==> config.mk <==
export PLATFORM = sky130hd
export DESIGN_NAME = chan_pace
export DESIGN_NICKNAME = d
export VERILOG_FILES = /design/src/rtl/chan_pace_pkg.sv /design/src/rtl/chan_pace_rstsync.sv /design/src/rtl/chan_pace_txhold.sv /design/src/rtl/chan_pace_rxq.sv /design/src/rtl/chan_pace_rdy.sv /design/src/rtl/chan_pace.sv
export SDC_FILE = /design/constraint.sdc
export NUM_CORES = 1
export LEC_CHECK = 0
export ABC_CLOCK_PERIOD_IN_PS = 1800
export CAP_MARGIN = 20
export CORE_MARGIN = 5
export CORE_UTILIZATION = 50
export CTS_CLUSTER_SIZE = 10
export DETAILED_ROUTE_END_ITERATION = 7
export GPL_ROUTABILITY_DRIVEN = 0
export PLACE_DENSITY = 0.8
export SYNTH_ARGS = -nofsm -noshare
export SYNTH_HDL_FRONTEND = slang
export SYNTH_HIERARCHICAL = 1
export SYNTH_SLANG_ARGS = --single-unit
==> constraint.sdc <==
create_clock -name clk -period 1.8 [get_ports clk]
set_input_delay 0.18 -clock clk [delete_from_list [all_inputs] [get_ports clk]]
set_output_delay 0.18 -clock clk [all_outputs]
set_load 0.005 [all_outputs]
==> src/rtl/chan_pace_pkg.sv <==
package chan_pace_pkg;
  localparam int CTL_EN_BIT  = 7;
  localparam int CTL_FN_BIT  = 6;
  localparam int CTL_SEL_BIT = 5;

  typedef struct packed {
    logic en;     // request function enabled
    logic fn;     // 1: ready function, 0: wait function
    logic rxsel;  // 1: receive status, 0: transmit status
  } ctl_t;
endpackage

==> src/rtl/chan_pace_rstsync.sv <==
module chan_pace_rstsync (
  input  logic clk,
  input  logic rst_n,
  output logic rst_n_sync
);
  logic [1:0] sync_q;

  always_ff @(posedge clk or negedge rst_n) begin
    if (!rst_n) sync_q <= 2'b00;
    else        sync_q <= {sync_q[0], 1'b1};
  end

  assign rst_n_sync = sync_q[1];
endmodule

==> src/rtl/chan_pace_txhold.sv <==
module chan_pace_txhold #(
  parameter int DW = 8
) (
  input  logic          clk,
  input  logic          rst_n,
  input  logic          data_wr,
  input  logic [DW-1:0] wdata,
  input  logic          tx_en,
  input  logic          shf_idle,
  input  logic          shf_take,
  output logic          tx_empty,
  output logic          tx_empty_nxt,
  output logic          shf_load,
  output logic [DW-1:0] shf_data
);
  logic          empty_q, empty_d;
  logic          load_q, load_d;
  logic [DW-1:0] data_q;
  logic          empty_eff, pass;

  always_comb begin
    empty_eff = empty_q | shf_take;
    pass      = data_wr & tx_en & shf_idle & empty_eff;
    load_d    = pass;
    if (data_wr) empty_d = pass;
    else         empty_d = empty_eff;
  end

  always_ff @(posedge clk or negedge rst_n) begin
    if (!rst_n) begin
      empty_q <= 1'b1;
      load_q  <= 1'b0;
    end else begin
      empty_q <= empty_d;
      load_q  <= load_d;
    end
  end

  always_ff @(posedge clk or negedge rst_n) begin
    if (!rst_n)       data_q <= '0;
    else if (data_wr) data_q <= wdata;
  end

  assign tx_empty     = empty_q;
  assign tx_empty_nxt = empty_d;
  assign shf_load     = load_q;
  assign shf_data     = data_q;


  tx_hold_chk: assert property (@(posedge clk) disable iff (!rst_n)
    (data_wr && !(tx_en && shf_idle && (empty_q || shf_take))) |=> !empty_q);

  tx_pass_chk: assert property (@(posedge clk) disable iff (!rst_n)
    (data_wr && tx_en && shf_idle && empty_q) |=> (load_q && empty_q));

  tx_take_chk: assert property (@(posedge clk) disable iff (!rst_n)
    (shf_take && !data_wr) |=> empty_q);
endmodule

==> src/rtl/chan_pace_rxq.sv <==
module chan_pace_rxq #(
  parameter int DW    = 8,
  parameter int DEPTH = 3
) (
  input  logic          clk,
  input  logic          rst_n,
  input  logic          rx_stb,
  input  logic [DW-1:0] rx_char,
  input  logic          data_rd,
  output logic          rx_avail,
  output logic          rx_avail_nxt,
  output logic          rx_ovr,
  output logic [DW-1:0] rd_data
);
  localparam int CW = $clog2(DEPTH + 1);
  localparam logic [CW-1:0] FULL = CW'(DEPTH);

  logic [DW-1:0] q_q [DEPTH];
  logic [DW-1:0] q_d [DEPTH];
  logic [CW-1:0] cnt_q, cnt_d, base;
  logic          ovr_q, ovr_d;
  logic          pop, q_en;

  always_comb begin
    pop  = data_rd && (cnt_q != '0);
    base = pop ? cnt_q - 1'b1 : cnt_q;
    q_en = pop | rx_stb;
    for (int i = 0; i < DEPTH; i++) begin
      if (pop && i < DEPTH - 1) q_d[i] = q_q[i + 1];
      else                      q_d[i] = q_q[i];
    end
    cnt_d = base;
    ovr_d = ovr_q;
    if (rx_stb) begin
      if (base == FULL) begin
        q_d[DEPTH-1] = rx_char;
        ovr_d        = 1'b1;
      end else begin
        for (int i = 0; i < DEPTH; i++) begin
          if (base == CW'(i)) q_d[i] = rx_char;
        end
        cnt_d = base + 1'b1;
      end
    end
  end

  always_ff @(posedge clk or negedge rst_n) begin
    if (!rst_n) begin
      cnt_q <= '0;
      ovr_q <= 1'b0;
    end else begin
      cnt_q <= cnt_d;
      ovr_q <= ovr_d;
    end
  end

  for (genvar g = 0; g < DEPTH; g++) begin : g_ent
    always_ff @(posedge clk or negedge rst_n) begin
      if (!rst_n)    q_q[g] <= '0;
      else if (q_en) q_q[g] <= q_d[g];
    end
  end

  assign rx_avail     = (cnt_q != '0);
  assign rx_avail_nxt = (cnt_d != '0);
  assign rx_ovr       = ovr_q;
  assign rd_data      = q_q[0];


  rx_cnt_bound_chk: assert property (@(posedge clk) disable iff (!rst_n)
    cnt_q <= FULL);

  rx_ovr_set_chk: assert property (@(posedge clk) disable iff (!rst_n)
    (rx_stb && !data_rd && cnt_q == FULL) |=> (ovr_q && cnt_q == FULL));

  rx_swap_chk: assert property (@(posedge clk) disable iff (!rst_n)
    (rx_stb && data_rd && cnt_q == FULL) |=> $stable(ovr_q));

  rx_push_chk: assert property (@(posedge clk) disable iff (!rst_n)
    rx_stb |=> (cnt_q != '0));
endmodule

==> src/rtl/chan_pace_rdy.sv <==
module chan_pace_rdy
  import chan_pace_pkg::*;
(
  input  logic clk,
  input  logic rst_n,
  input  logic ctl_wr,
  input  ctl_t ctl_in,
  input  logic tx_empty,
  input  logic tx_empty_nxt,
  input  logic rx_avail,
  input  logic rx_avail_nxt,
  output logic rdy_n
);
  ctl_t ctl_q, ctl_d;
  logic rdy_n_q, rdy_n_d;
  logic sel_nxt_wr, sel_nxt_q;

  always_comb begin
    sel_nxt_wr = ctl_in.rxsel ? rx_avail_nxt : tx_empty_nxt;
    sel_nxt_q  = ctl_q.rxsel  ? rx_avail_nxt : tx_empty_nxt;
    ctl_d      = ctl_wr ? ctl_in : ctl_q;
    rdy_n_d    = rdy_n_q;
    if (ctl_wr) begin
      if (ctl_in.fn) rdy_n_d = ctl_in.en ? !sel_nxt_wr : 1'b1;
    end else if (ctl_q.en && ctl_q.fn) begin
      rdy_n_d = !sel_nxt_q;
    end
  end

  always_ff @(posedge clk or negedge rst_n) begin
    if (!rst_n) begin
      ctl_q   <= '0;
      rdy_n_q <= 1'b1;
    end else begin
      ctl_q   <= ctl_d;
      rdy_n_q <= rdy_n_d;
    end
  end

  assign rdy_n = rdy_n_q;


  rdy_track_chk: assert property (@(posedge clk) disable iff (!rst_n)
    (ctl_q.en && ctl_q.fn) |-> (rdy_n_q == !(ctl_q.rxsel ? rx_avail : tx_empty)));

  rdy_off_chk: assert property (@(posedge clk) disable iff (!rst_n)
    (ctl_q.fn && !ctl_q.en) |-> rdy_n_q);

  rdy_wait_freeze_chk: assert property (@(posedge clk) disable iff (!rst_n)
    (!ctl_q.fn && !(ctl_wr && ctl_in.fn)) |=> $stable(rdy_n_q));
endmodule

==> src/rtl/chan_pace.sv <==
module chan_pace
  import chan_pace_pkg::*;
#(
  parameter int DW    = 8,
  parameter int DEPTH = 3
) (
  input  logic          clk,
  input  logic          rst_n,
  input  logic          ctl_wr,
  input  logic          data_wr,
  input  logic          data_rd,
  input  logic [DW-1:0] wdata,
  input  logic          tx_en,
  input  logic          shf_idle,
  input  logic          shf_take,
  input  logic          rx_stb,
  input  logic [DW-1:0] rx_char,
  output logic          rdy_n,
  output logic          tx_empty,
  output logic          rx_avail,
  output logic          rx_ovr,
  output logic [DW-1:0] rd_data,
  output logic          shf_load,
  output logic [DW-1:0] shf_data
);
  logic rst_n_sync;
  logic tx_empty_nxt, rx_avail_nxt;
  ctl_t ctl_in;

  assign ctl_in = '{en: wdata[CTL_EN_BIT], fn: wdata[CTL_FN_BIT], rxsel: wdata[CTL_SEL_BIT]};

  chan_pace_rstsync u_rst (
    .clk(clk), .rst_n(rst_n), .rst_n_sync(rst_n_sync)
  );

  chan_pace_txhold #(.DW(DW)) u_tx (
    .clk(clk), .rst_n(rst_n_sync), .data_wr(data_wr), .wdata(wdata),
    .tx_en(tx_en), .shf_idle(shf_idle), .shf_take(shf_take),
    .tx_empty(tx_empty), .tx_empty_nxt(tx_empty_nxt),
    .shf_load(shf_load), .shf_data(shf_data)
  );

  chan_pace_rxq #(.DW(DW), .DEPTH(DEPTH)) u_rx (
    .clk(clk), .rst_n(rst_n_sync), .rx_stb(rx_stb), .rx_char(rx_char),
    .data_rd(data_rd), .rx_avail(rx_avail), .rx_avail_nxt(rx_avail_nxt),
    .rx_ovr(rx_ovr), .rd_data(rd_data)
  );

  chan_pace_rdy u_rdy (
    .clk(clk), .rst_n(rst_n_sync), .ctl_wr(ctl_wr), .ctl_in(ctl_in),
    .tx_empty(tx_empty), .tx_empty_nxt(tx_empty_nxt),
    .rx_avail(rx_avail), .rx_avail_nxt(rx_avail_nxt), .rdy_n(rdy_n)
  );
endmodule

* Yosys cells after proc, flatten, opt, wreduce, memory -nomap -nowiden
Cells that the tools add are included.
Storage, ports and cells: register bits after elaboration 43, input bits 25, output and inout port bits 21
Cells by class: $add $sub $neg 2, equality and inequality tests 4, multiplexer cells 18, bitwise logic cells 5, reductions and logical operators 12
Operator list (count):
- 2-to-1 mux 8 bit | 6
- 2-to-1 mux 24 bit | 1
- 2-to-1 mux 16 bit | 1
- nonzero test 2 bit | 4
- 2-to-1 mux 1 bit | 7
- 2-to-1 mux 2 bit | 3
- equality test 2 bit, second input constant | 2
- AND reduction 2 bit | 2
- AND 1 bit | 3
- AND reduction 3 bit | 1
- adder 2 x 1 -> 2 bit, second input constant | 1
- equality test 2 x 1 -> 1 bit, second input constant | 1
- logical AND 1 bit | 2
- zero test 1 bit | 2
- zero test 2 bit | 1
- != test 2 x 1 -> 1 bit, second input constant | 1
- OR 1 bit | 2
- subtractor 2 x 1 -> 2 bit, second input constant | 1

* Depth between registers and ports, before layout
Gate-level depths: netlist of the first run.
depth after elaboration 12, depth in mapped cells 9, depth with buffers taken out 8

* Cells and area by module
Netlist of the first run, hierarchy kept.
By module, submodules not included:
- chan_pace_rxq | instances 1, cells each 102, area an instance 1383.8 µm², seq. area each 675.6 µm²
- chan_pace_txhold | instances 1, cells each 23, area an instance 407.9 µm², seq. area each 251.5 µm²
- chan_pace_rdy | instances 1, cells each 17, area an instance 207.7 µm², seq. area each 101.3 µm²
- chan_pace_rstsync | instances 1, cells each 3, area an instance 53.8 µm², seq. area each 50.0 µm²

* Worst setup path after synthesis of the first run
OpenSTA, ideal clock, no wires.
path kind reg2reg, start reg u_rx.cnt_q[0], end reg u_rx/q_q[10] (netlist bit), arrival time 1.654 ns, required time 1.675 ns, slack 0.021 ns, stages on the path, launching flop included 8, buffers on the path 1, path through dfrtp_1 inv_1 ha_1 nor2b_4 buf_6 nor3_2 o21ai_4 mux2_2
On the way: word-level cells in the longest chain between the ends 7
Ends and longest elaborated chain:
- start: declaration | RTL line chan_pace_rxq.sv:20 | logic [CW-1:0] cnt_q, cnt_d, base;
- start signal: assignment | RTL line chan_pace_rxq.sv:52 | cnt_q <= cnt_d;
- branches (longest 7 deep; another with subtractor 2 x 1 -> 2 bit)
- end signal: indexed assignment | RTL line chan_pace_rxq.sv:60 | else if (q_en) q_q[g] <= q_d[g];
- end: declaration | RTL line chan_pace_rxq.sv:18 | logic [DW-1:0] q_q [DEPTH];
Several ways; the timed one is not identified. A chain may end at the register's enable or synchronous reset.

* Final worst setup path of the first run
start reg u_rx.cnt_q[0], end reg u_rx.q_q (netlist bit u_rx/rd_data[1])
On the way: word-level cells in the longest chain between the ends 7
Ends and longest elaborated chain:
- branches (longest 7 deep; another with subtractor 2 x 1 -> 2 bit)
Several ways; the timed one is not identified.

==> impl_metrics.env, run 1 <==
export IMPL_drc=0
export IMPL_layout_drive_gt1_share=0.4242
export IMPL_die_area_mm2=0.005488
export IMPL_power_leakage_nw=1.224
export IMPL_cts_root_buf="clkbuf_8"
export IMPL_period_share=1.014
export IMPL_num_io_pins=46
export IMPL_fin_crit_ns=1.825
export IMPL_worstSetupPathType="flip-flop to flip-flop"
export IMPL_synth_top_area_cell="dfrtp_1"
export IMPL_hold_path_class="input port to async pin"
export IMPL_failed_checks="setup timing"
export IMPL_worst_path_largest_cell_delay_ns=0.39
export IMPL_synth_nets=171
export IMPL_skew_ns=0.008491
export IMPL_antenna_found_initial=0
export IMPL_cts_buffers=5
export IMPL_power_mw=3.921
export IMPL_combPwrFrac=0.419
export IMPL_fin_tns_setup_ns=-0.1699
export IMPL_port_buffers=45
export IMPL_start_kind="flip-flop"
export IMPL_area_growth_pct=35.41
export IMPL_regToRegSetupSlack_ns=-0.02
export IMPL_postCtsHoldBufs=0
export IMPL_place_ws_ns=-0.06588
export IMPL_hold_violations=0
export IMPL_fin_nets=223
export IMPL_crit_path_end_kind="flip-flop"
export IMPL_synthArstFlopShare=1.000
export IMPL_p_switching_mw=1.105
export IMPL_cts_clk_slew_worst_paths_ns=0.08
export IMPL_clock_power_share=0.197
export IMPL_grt_max_degree=28
export IMPL_vias_per_cell=5.242
export IMPL_die_x_um=74.08
export IMPL_drt_iter0_markers=89
export IMPL_startpoint="u_rx/cnt_q[0]$_DFF_PN0_"
export IMPL_critical_path_depth=6
export IMPL_p_sw_frac=0.2817
export IMPL_synth_area_leaders="dfrtp_1 (50%), mux2_2 (21%), mux2_4 (6.6%)"
export IMPL_ys_ff_latch=43
export IMPL_critPathSlowestCell="dfrtp_1"
export IMPL_drv_cap=0
export IMPL_r2r_start="u_rx/cnt_q[0]$_DFF_PN0_"
export IMPL_grt_overflow=0
export IMPL_grt_pass1_vias=1491
export IMPL_cts_htree_levels=2
export IMPL_crit_family="flip-flops"
export IMPL_slew_viol_final=0
export IMPL_slew_headroom=0.5545
export IMPL_seq_area_frac_synth=0.5253
export IMPL_synth_top_area_frac=0.4997
export IMPL_r2r_end="u_rx/rd_data[1]$_DFFE_PN0P_"
export IMPL_intPower_mw=2.816
export IMPL_grt_setup_unrepaired="yes"
export IMPL_vias=1300
export IMPL_first_pass_iters=4
export IMPL_grt_pass1_wl_mm=7.576
export IMPL_postSynthCellCount=145
export IMPL_crit_required_ns=1.98
export IMPL_worst_pin_slew_ns=0.6683
export IMPL_track_usage=0.1836
export IMPL_crit_path_max_fanout=8
export IMPL_fin_ws_ns=-0.02455
export IMPL_antennaDiodeCount=0
export IMPL_vdd_ir_drop_max_uv=1041
export IMPL_clk_path_buf_depth=2
export IMPL_power_per_cell_area_mw_per_mm2=1410
export IMPL_post_dp_hpwl_mm=3.179
export IMPL_status="complete, but fails checks"
export IMPL_coreArea_mm2=0.004000
export IMPL_crit_path_cell_trace="inv_2 > ha_4 > nand3b_1 > o22ai_2 > nand2_4 > mux2_2"
export IMPL_finalSetupViolCount=14
export IMPL_seq_power_share=0.384
export IMPL_antenna_left=0
export IMPL_drt_total_wl_mm=4.555
export IMPL_die_height_um=74.08
export IMPL_rows=23
export IMPL_layoutNonFillerInstCount=248
export IMPL_syn_area_per_cell_um2=14.16
export IMPL_cts_sinks=43
export IMPL_arrival_ns=2.00
export IMPL_placed_cells=236
export IMPL_clock_latency_ns=0.29
export IMPL_yosys_warnings=6
export IMPL_wl_per_cell_um=18.37
export IMPL_ys_flop_type="dfrtp_1"
export IMPL_start_util=0.5133
export IMPL_reg2regPathDepth=6
export IMPL_synth_edff_count=0
export IMPL_synth_most_common_cell="dfrtp_1"
export IMPL_crit_end="u_rx/rd_data[1]$_DFFE_PN0P_"
export IMPL_crit_buf_inv=1
export IMPL_synth_top_cells_by_count="dfrtp_1 (41), mux2_2 (39), mux2_4 (9)"
export IMPL_tritoncts="done"
export IMPL_synth_cell_types=35
export IMPL_timing_fmax_mhz=548.1
export IMPL_syn_area_mm2=0.002053
==> timing repair <==
action | in CTS | in global routing
pin swaps | 2 | 6
buffers inserted | 1 | 2
cloned | 1 | 0
gates resized for setup | 15 | 8
setup endpoints to repair | 23 | 24
==> registers in the layout, indices dropped and copies added, names as in the netlist, 2 cells and up <==
| register | count |
|---|---|
| u_tx/shf_data | 8 |
| u_rdy/ctl_q | 3 |
| u_rx/rd_data | 8 |
| u_rx/q_q | 16 |
| u_rst/sync_q | 2 |
| u_rx/cnt_q | 2 |
==> per-layer routing <==
layer	GRT usage	routed length [µm]
met4	0.04225	19
met5	0	0
met3	0.04730	193
met1	0.2287	1872
met2	0.3209	2469
==> power by group through the flow <==
stage / clock (mW) / combinational, mW / sequential (mW)
detailed placement: 0 / 1.38 / 1.51
finish: 0.773 / 1.64 / 1.51
global placement: 0 / 1.30 / 1.48
global route: 0.839 / 1.75 / 1.55
floorplan: 0 / 0.970 / 1.46
CTS: 0.792 / 1.52 / 1.50
==> metrics by stage <==
step / hold WS [ns] / cell area [µm²] / utilization
finish: 0.05194 / 2780 / 0.6950
floorplan: -0.1156 / 2053 / -
global route: 0.03252 / 2780 / 0.6950
global placement: 0.2674 / 2539 / 0.6347
detailed placement: 0.2878 / 2539 / 0.6347
CTS: 0.04027 / 2735 / 0.6838
==> area by class of cell <==
type	instances	area (µm²)
Clock buffer	6	82.58
Clock inverter	2	35.03
Fill cell	269	1220
Inverter	5	18.77
Multi-Input combinational cell	84	934.6
Sequential cell	43	1079
Tap cell	50	62.56
Timing Repair Buffer	58	568.0
==> worst min path at each step <==
stage                                    from                           end  slack [ns]  cells past startpoint
detailed placement  u_rst/sync_q[1]$_DFF_PN0_  u_tx/shf_data[4]$_DFFE_PN0P_        0.29                      0
finish                                  rst_n     u_rst/sync_q[1]$_DFF_PN0_        0.05                      1
CTS                                     rst_n     u_rst/sync_q[1]$_DFF_PN0_        0.04                      1
global placement    u_rst/sync_q[1]$_DFF_PN0_  u_tx/shf_data[4]$_DFFE_PN0P_        0.27                      0
global route                            rst_n     u_rst/sync_q[0]$_DFF_PN0_        0.03                      1
floorplan                               rst_n     u_rst/sync_q[0]$_DFF_PN0_       -0.12                      0
==> layout by cell type, fill, tap and decap left out, types with 2 or more instances in the layout <==
cell | synthesis | final
inv_1 | 5 | 3
clkbuf_8 | 0 | 6
o21a_1 | 2 | 2
mux2_2 | 39 | 27
buf_6 | 4 | 2
nand3b_1 | 2 | 2
nand2_1 | 3 | 3
clkdlybuf4s50_1 | 0 | 45
inv_2 | 0 | 2
o21ai_4 | 1 | 2
mux2_4 | 9 | 21
nand4_1 | 2 | 2
a21oi_1 | 2 | 2
buf_4 | 8 | 10
dfstp_2 | 2 | 2
dfrtp_1 | 41 | 41
==> logic make-up (layout without fill, tap and decap cells) <==
logic type      count (synthesis)  in the layout  synth area share
fa+ha+maj                       1              1          0.006093
other cells                     1              1          0.001826
flops                          43             43            0.5253
simple gates                   19             19           0.06399
compound gates                 12             13           0.04876
mux                            49             49            0.2846
buf+inv                        19             71           0.06520
xor+xnor                        1              1          0.004266
No activity file was read; power rests on OpenSTA's default activity.
==> inputs of run 2 (changes only) <==
--- a/config.mk
+++ b/config.mk
@@ -12,6 +12,7 @@
 export CTS_CLUSTER_SIZE = 10
 export DETAILED_ROUTE_END_ITERATION = 7
 export GPL_ROUTABILITY_DRIVEN = 0
+export HOLD_SLACK_MARGIN = 0.06
 export PLACE_DENSITY = 0.8
 export SYNTH_ARGS = -nofsm -noshare
 export SYNTH_HDL_FRONTEND = slang
==> run 2 against run 1 <==
The run still ends with setup timing left; setup slack gained 0.0019 ns; cell area rose by 0.36%; critical path depth is the same; die area unchanged; first-iteration DRC count down 24%; worst hold slack better by 0.22 ns; count of clock-buffer cells in the layout did not move; clock skew about the same; sequential share of layout area decreased by 0.14 points; flip-flop and latch count stayed put; via count up 0.15%; critical endpoint unchanged.
==> impl_metrics.env, run 2 (synthesis results as in run 1) <==
export IMPL_hold_path_class="flip-flop to async pin"
export IMPL_fin_crit_ns=1.823
export IMPL_placed_cells=236
export IMPL_slew_headroom=0.5545
export IMPL_period_share=1.013
export IMPL_track_usage=0.1839
export IMPL_hold_violations=0
export IMPL_combPwrFrac=0.419
export IMPL_post_dp_hpwl_mm=3.179
export IMPL_cts_sinks=43
export IMPL_grt_overflow=0
export IMPL_arrival_ns=2.00
export IMPL_die_x_um=74.08
export IMPL_r2r_start="u_rx/cnt_q[0]$_DFF_PN0_"
export IMPL_antennaDiodeCount=0
export IMPL_failed_checks="setup timing"
export IMPL_seq_power_share=0.384
export IMPL_r2r_end="u_rx/rd_data[1]$_DFFE_PN0P_"
export IMPL_largest_reg_flops=16
export IMPL_final_cell_mix="clkdlybuf4s50_1 (45), dfrtp_1 (41), mux2_2 (27), mux2_4 (21), buf_4 (10)"
export IMPL_slew_viol_final=0
export IMPL_clock_latency_ns=0.29
export IMPL_intPower_mw=2.818
export IMPL_vdd_ir_drop_max_uv=1040
export IMPL_finalSetupViolCount=14
export IMPL_power_mw=3.923
export IMPL_grt_max_degree=28
export IMPL_start_util=0.5133
export IMPL_coreArea_mm2=0.004000
export IMPL_status="complete, but fails checks"
export IMPL_port_buffers=45
export IMPL_power_leakage_nw=1.228
export IMPL_grt_pass1_wl_mm=7.590
export IMPL_fin_ws_ns=-0.02265
export IMPL_fillers=268
export IMPL_fin_tns_setup_ns=-0.1615
export IMPL_first_pass_iters=4
export IMPL_p_sw_frac=0.2816
export IMPL_clock_power_share=0.197
export IMPL_layout_drive_gt1_share=0.4221
export IMPL_grt_setup_unrepaired="yes"
export IMPL_area_growth_pct=35.89
export IMPL_drt_total_wl_mm=4.550
export IMPL_mostFrequentLayoutCell="clkdlybuf4s50_1"
export IMPL_tritoncts="done"
export IMPL_antenna_found_initial=0
export IMPL_fin_hold_ws_ns=0.2696
export IMPL_num_io_pins=46
export IMPL_vias_per_cell=5.229
export IMPL_drt_iter0_markers=68
export IMPL_fin_nets=224
export IMPL_die_area_mm2=0.005488
export IMPL_drc=0
export IMPL_cts_root_buf="clkbuf_8"
export IMPL_antenna_left=0
export IMPL_top_register="u_rx/q_q"
export IMPL_crit_path_end_kind="flip-flop"
export IMPL_cts_clk_slew_worst_paths_ns=0.08
export IMPL_cts_buffers=5
export IMPL_worst_pin_slew_ns=0.6683
export IMPL_reg2regPathDepth=6
export IMPL_crit_required_ns=1.98
export IMPL_layoutNonFillerInstCount=249
export IMPL_regToRegSetupSlack_ns=-0.02
export IMPL_wl_per_cell_um=18.27
export IMPL_drv_cap=0
export IMPL_p_switching_mw=1.105
export IMPL_rows=23
export IMPL_worstSetupPathType="flip-flop to flip-flop"
export IMPL_die_height_um=74.08
export IMPL_skew_ns=0.008137
export IMPL_grt_pass1_vias=1494
export IMPL_timing_fmax_mhz=548.7
export IMPL_power_per_cell_area_mw_per_mm2=1406
export IMPL_vias=1302
export IMPL_crit_path_max_fanout=8
export IMPL_clk_path_buf_depth=2
export IMPL_cts_htree_levels=2
export IMPL_start_kind="flip-flop"
## run 2: cell types whose count changed in the layout (fill, tap and decap cells not counted)
| cell | before | now |
|---|---|---|
| dlygate4sd3_1 | 0 | 1 |
## run 2: critical path, cell delays in order (launching register included)
cell	delay [ns]
dfrtp_1	0.39
inv_2	0.07
ha_4	0.26
nand3b_1	0.21
o22ai_2	0.31
nand2_4	0.14
mux2_2	0.33
## run 2: power groups by stage
stage / logic (mW) / registers, mW / clock network, mW
finish: 1.64 / 1.51 / 0.773
global placement: 1.30 / 1.48 / 0
CTS: 1.52 / 1.50 / 0.792
floorplan: 0.970 / 1.46 / 0
global route: 1.76 / 1.55 / 0.839
detailed placement: 1.38 / 1.51 / 0
## run 2: how the worst max path moves through the flow
stage | slack (ns) | startpoint | cells after the start | end
floorplan | 0.02 | u_rx/cnt_q[0]$_DFF_PN0_ | 7 | u_rx/q_q[10]$_DFFE_PN0P_
global placement | 0.02 | data_rd | 6 | u_rx/rd_data[7]$_DFFE_PN0P_
detailed placement | -0.07 | u_rx/cnt_q[0]$_DFF_PN0_ | 6 | u_rx/q_q[13]$_DFFE_PN0P_
CTS | -0.008 | u_rx/cnt_q[0]$_DFF_PN0_ | 7 | u_rx/q_q[2]$_DFFE_PN0P_
global route | -0.1 | u_rx/cnt_q[0]$_DFF_PN0_ | 6 | u_rx/rd_data[7]$_DFFE_PN0P_
finish | -0.02 | u_rx/cnt_q[0]$_DFF_PN0_ | 6 | u_rx/rd_data[1]$_DFFE_PN0P_
## run 2: layout make-up
type | instances | area (µm²) | area share
clock buffers | 6 | 82.58 | 0.02960
inverters | 5 | 18.77 | 0.006726
flip-flops and latches | 43 | 1079 | 0.3865
multi-input cells | 84 | 934.6 | 0.3350
well taps | 50 | 62.56 | 0.02242
repair buffers | 59 | 578.1 | 0.2072
clock inverters | 2 | 35.03 | 0.01256
## run 2: stage by stage
| step | setup slack, ns | utilization | instance area (µm²) |
|---|---|---|---|
| floorplan | 0.02109 | - | 2053 |
| global placement | 0.01982 | 0.6347 | 2539 |
| detailed placement | -0.06588 | 0.6347 | 2539 |
| CTS | -0.008461 | 0.6863 | 2745 |
| global route | -0.09600 | 0.6975 | 2790 |
| finish | -0.02265 | 0.6975 | 2790 |
## run 2: metal layers
layer	vias up	track usage	share of wire
met3	2	0.04730	0.042
li1	610	-	-
met2	26	0.3209	0.54
met4	0	0.04225	0.0042
met5	-	0	0
met1	664	0.2296	0.41
## run 2: what timing repair did
| action | 4_1_cts | 5_1_grt |
|---|---|---|
| endpoints found under the setup margin | 23 | 24 |
| hold endpoints to repair | 2 | 0 |
| buffers inserted | 1 | 2 |
| hold buffers | 1 | 0 |
| pin swaps | 2 | 6 |
| gates cloned | 1 | 0 |
| resized for setup | 15 | 8 |
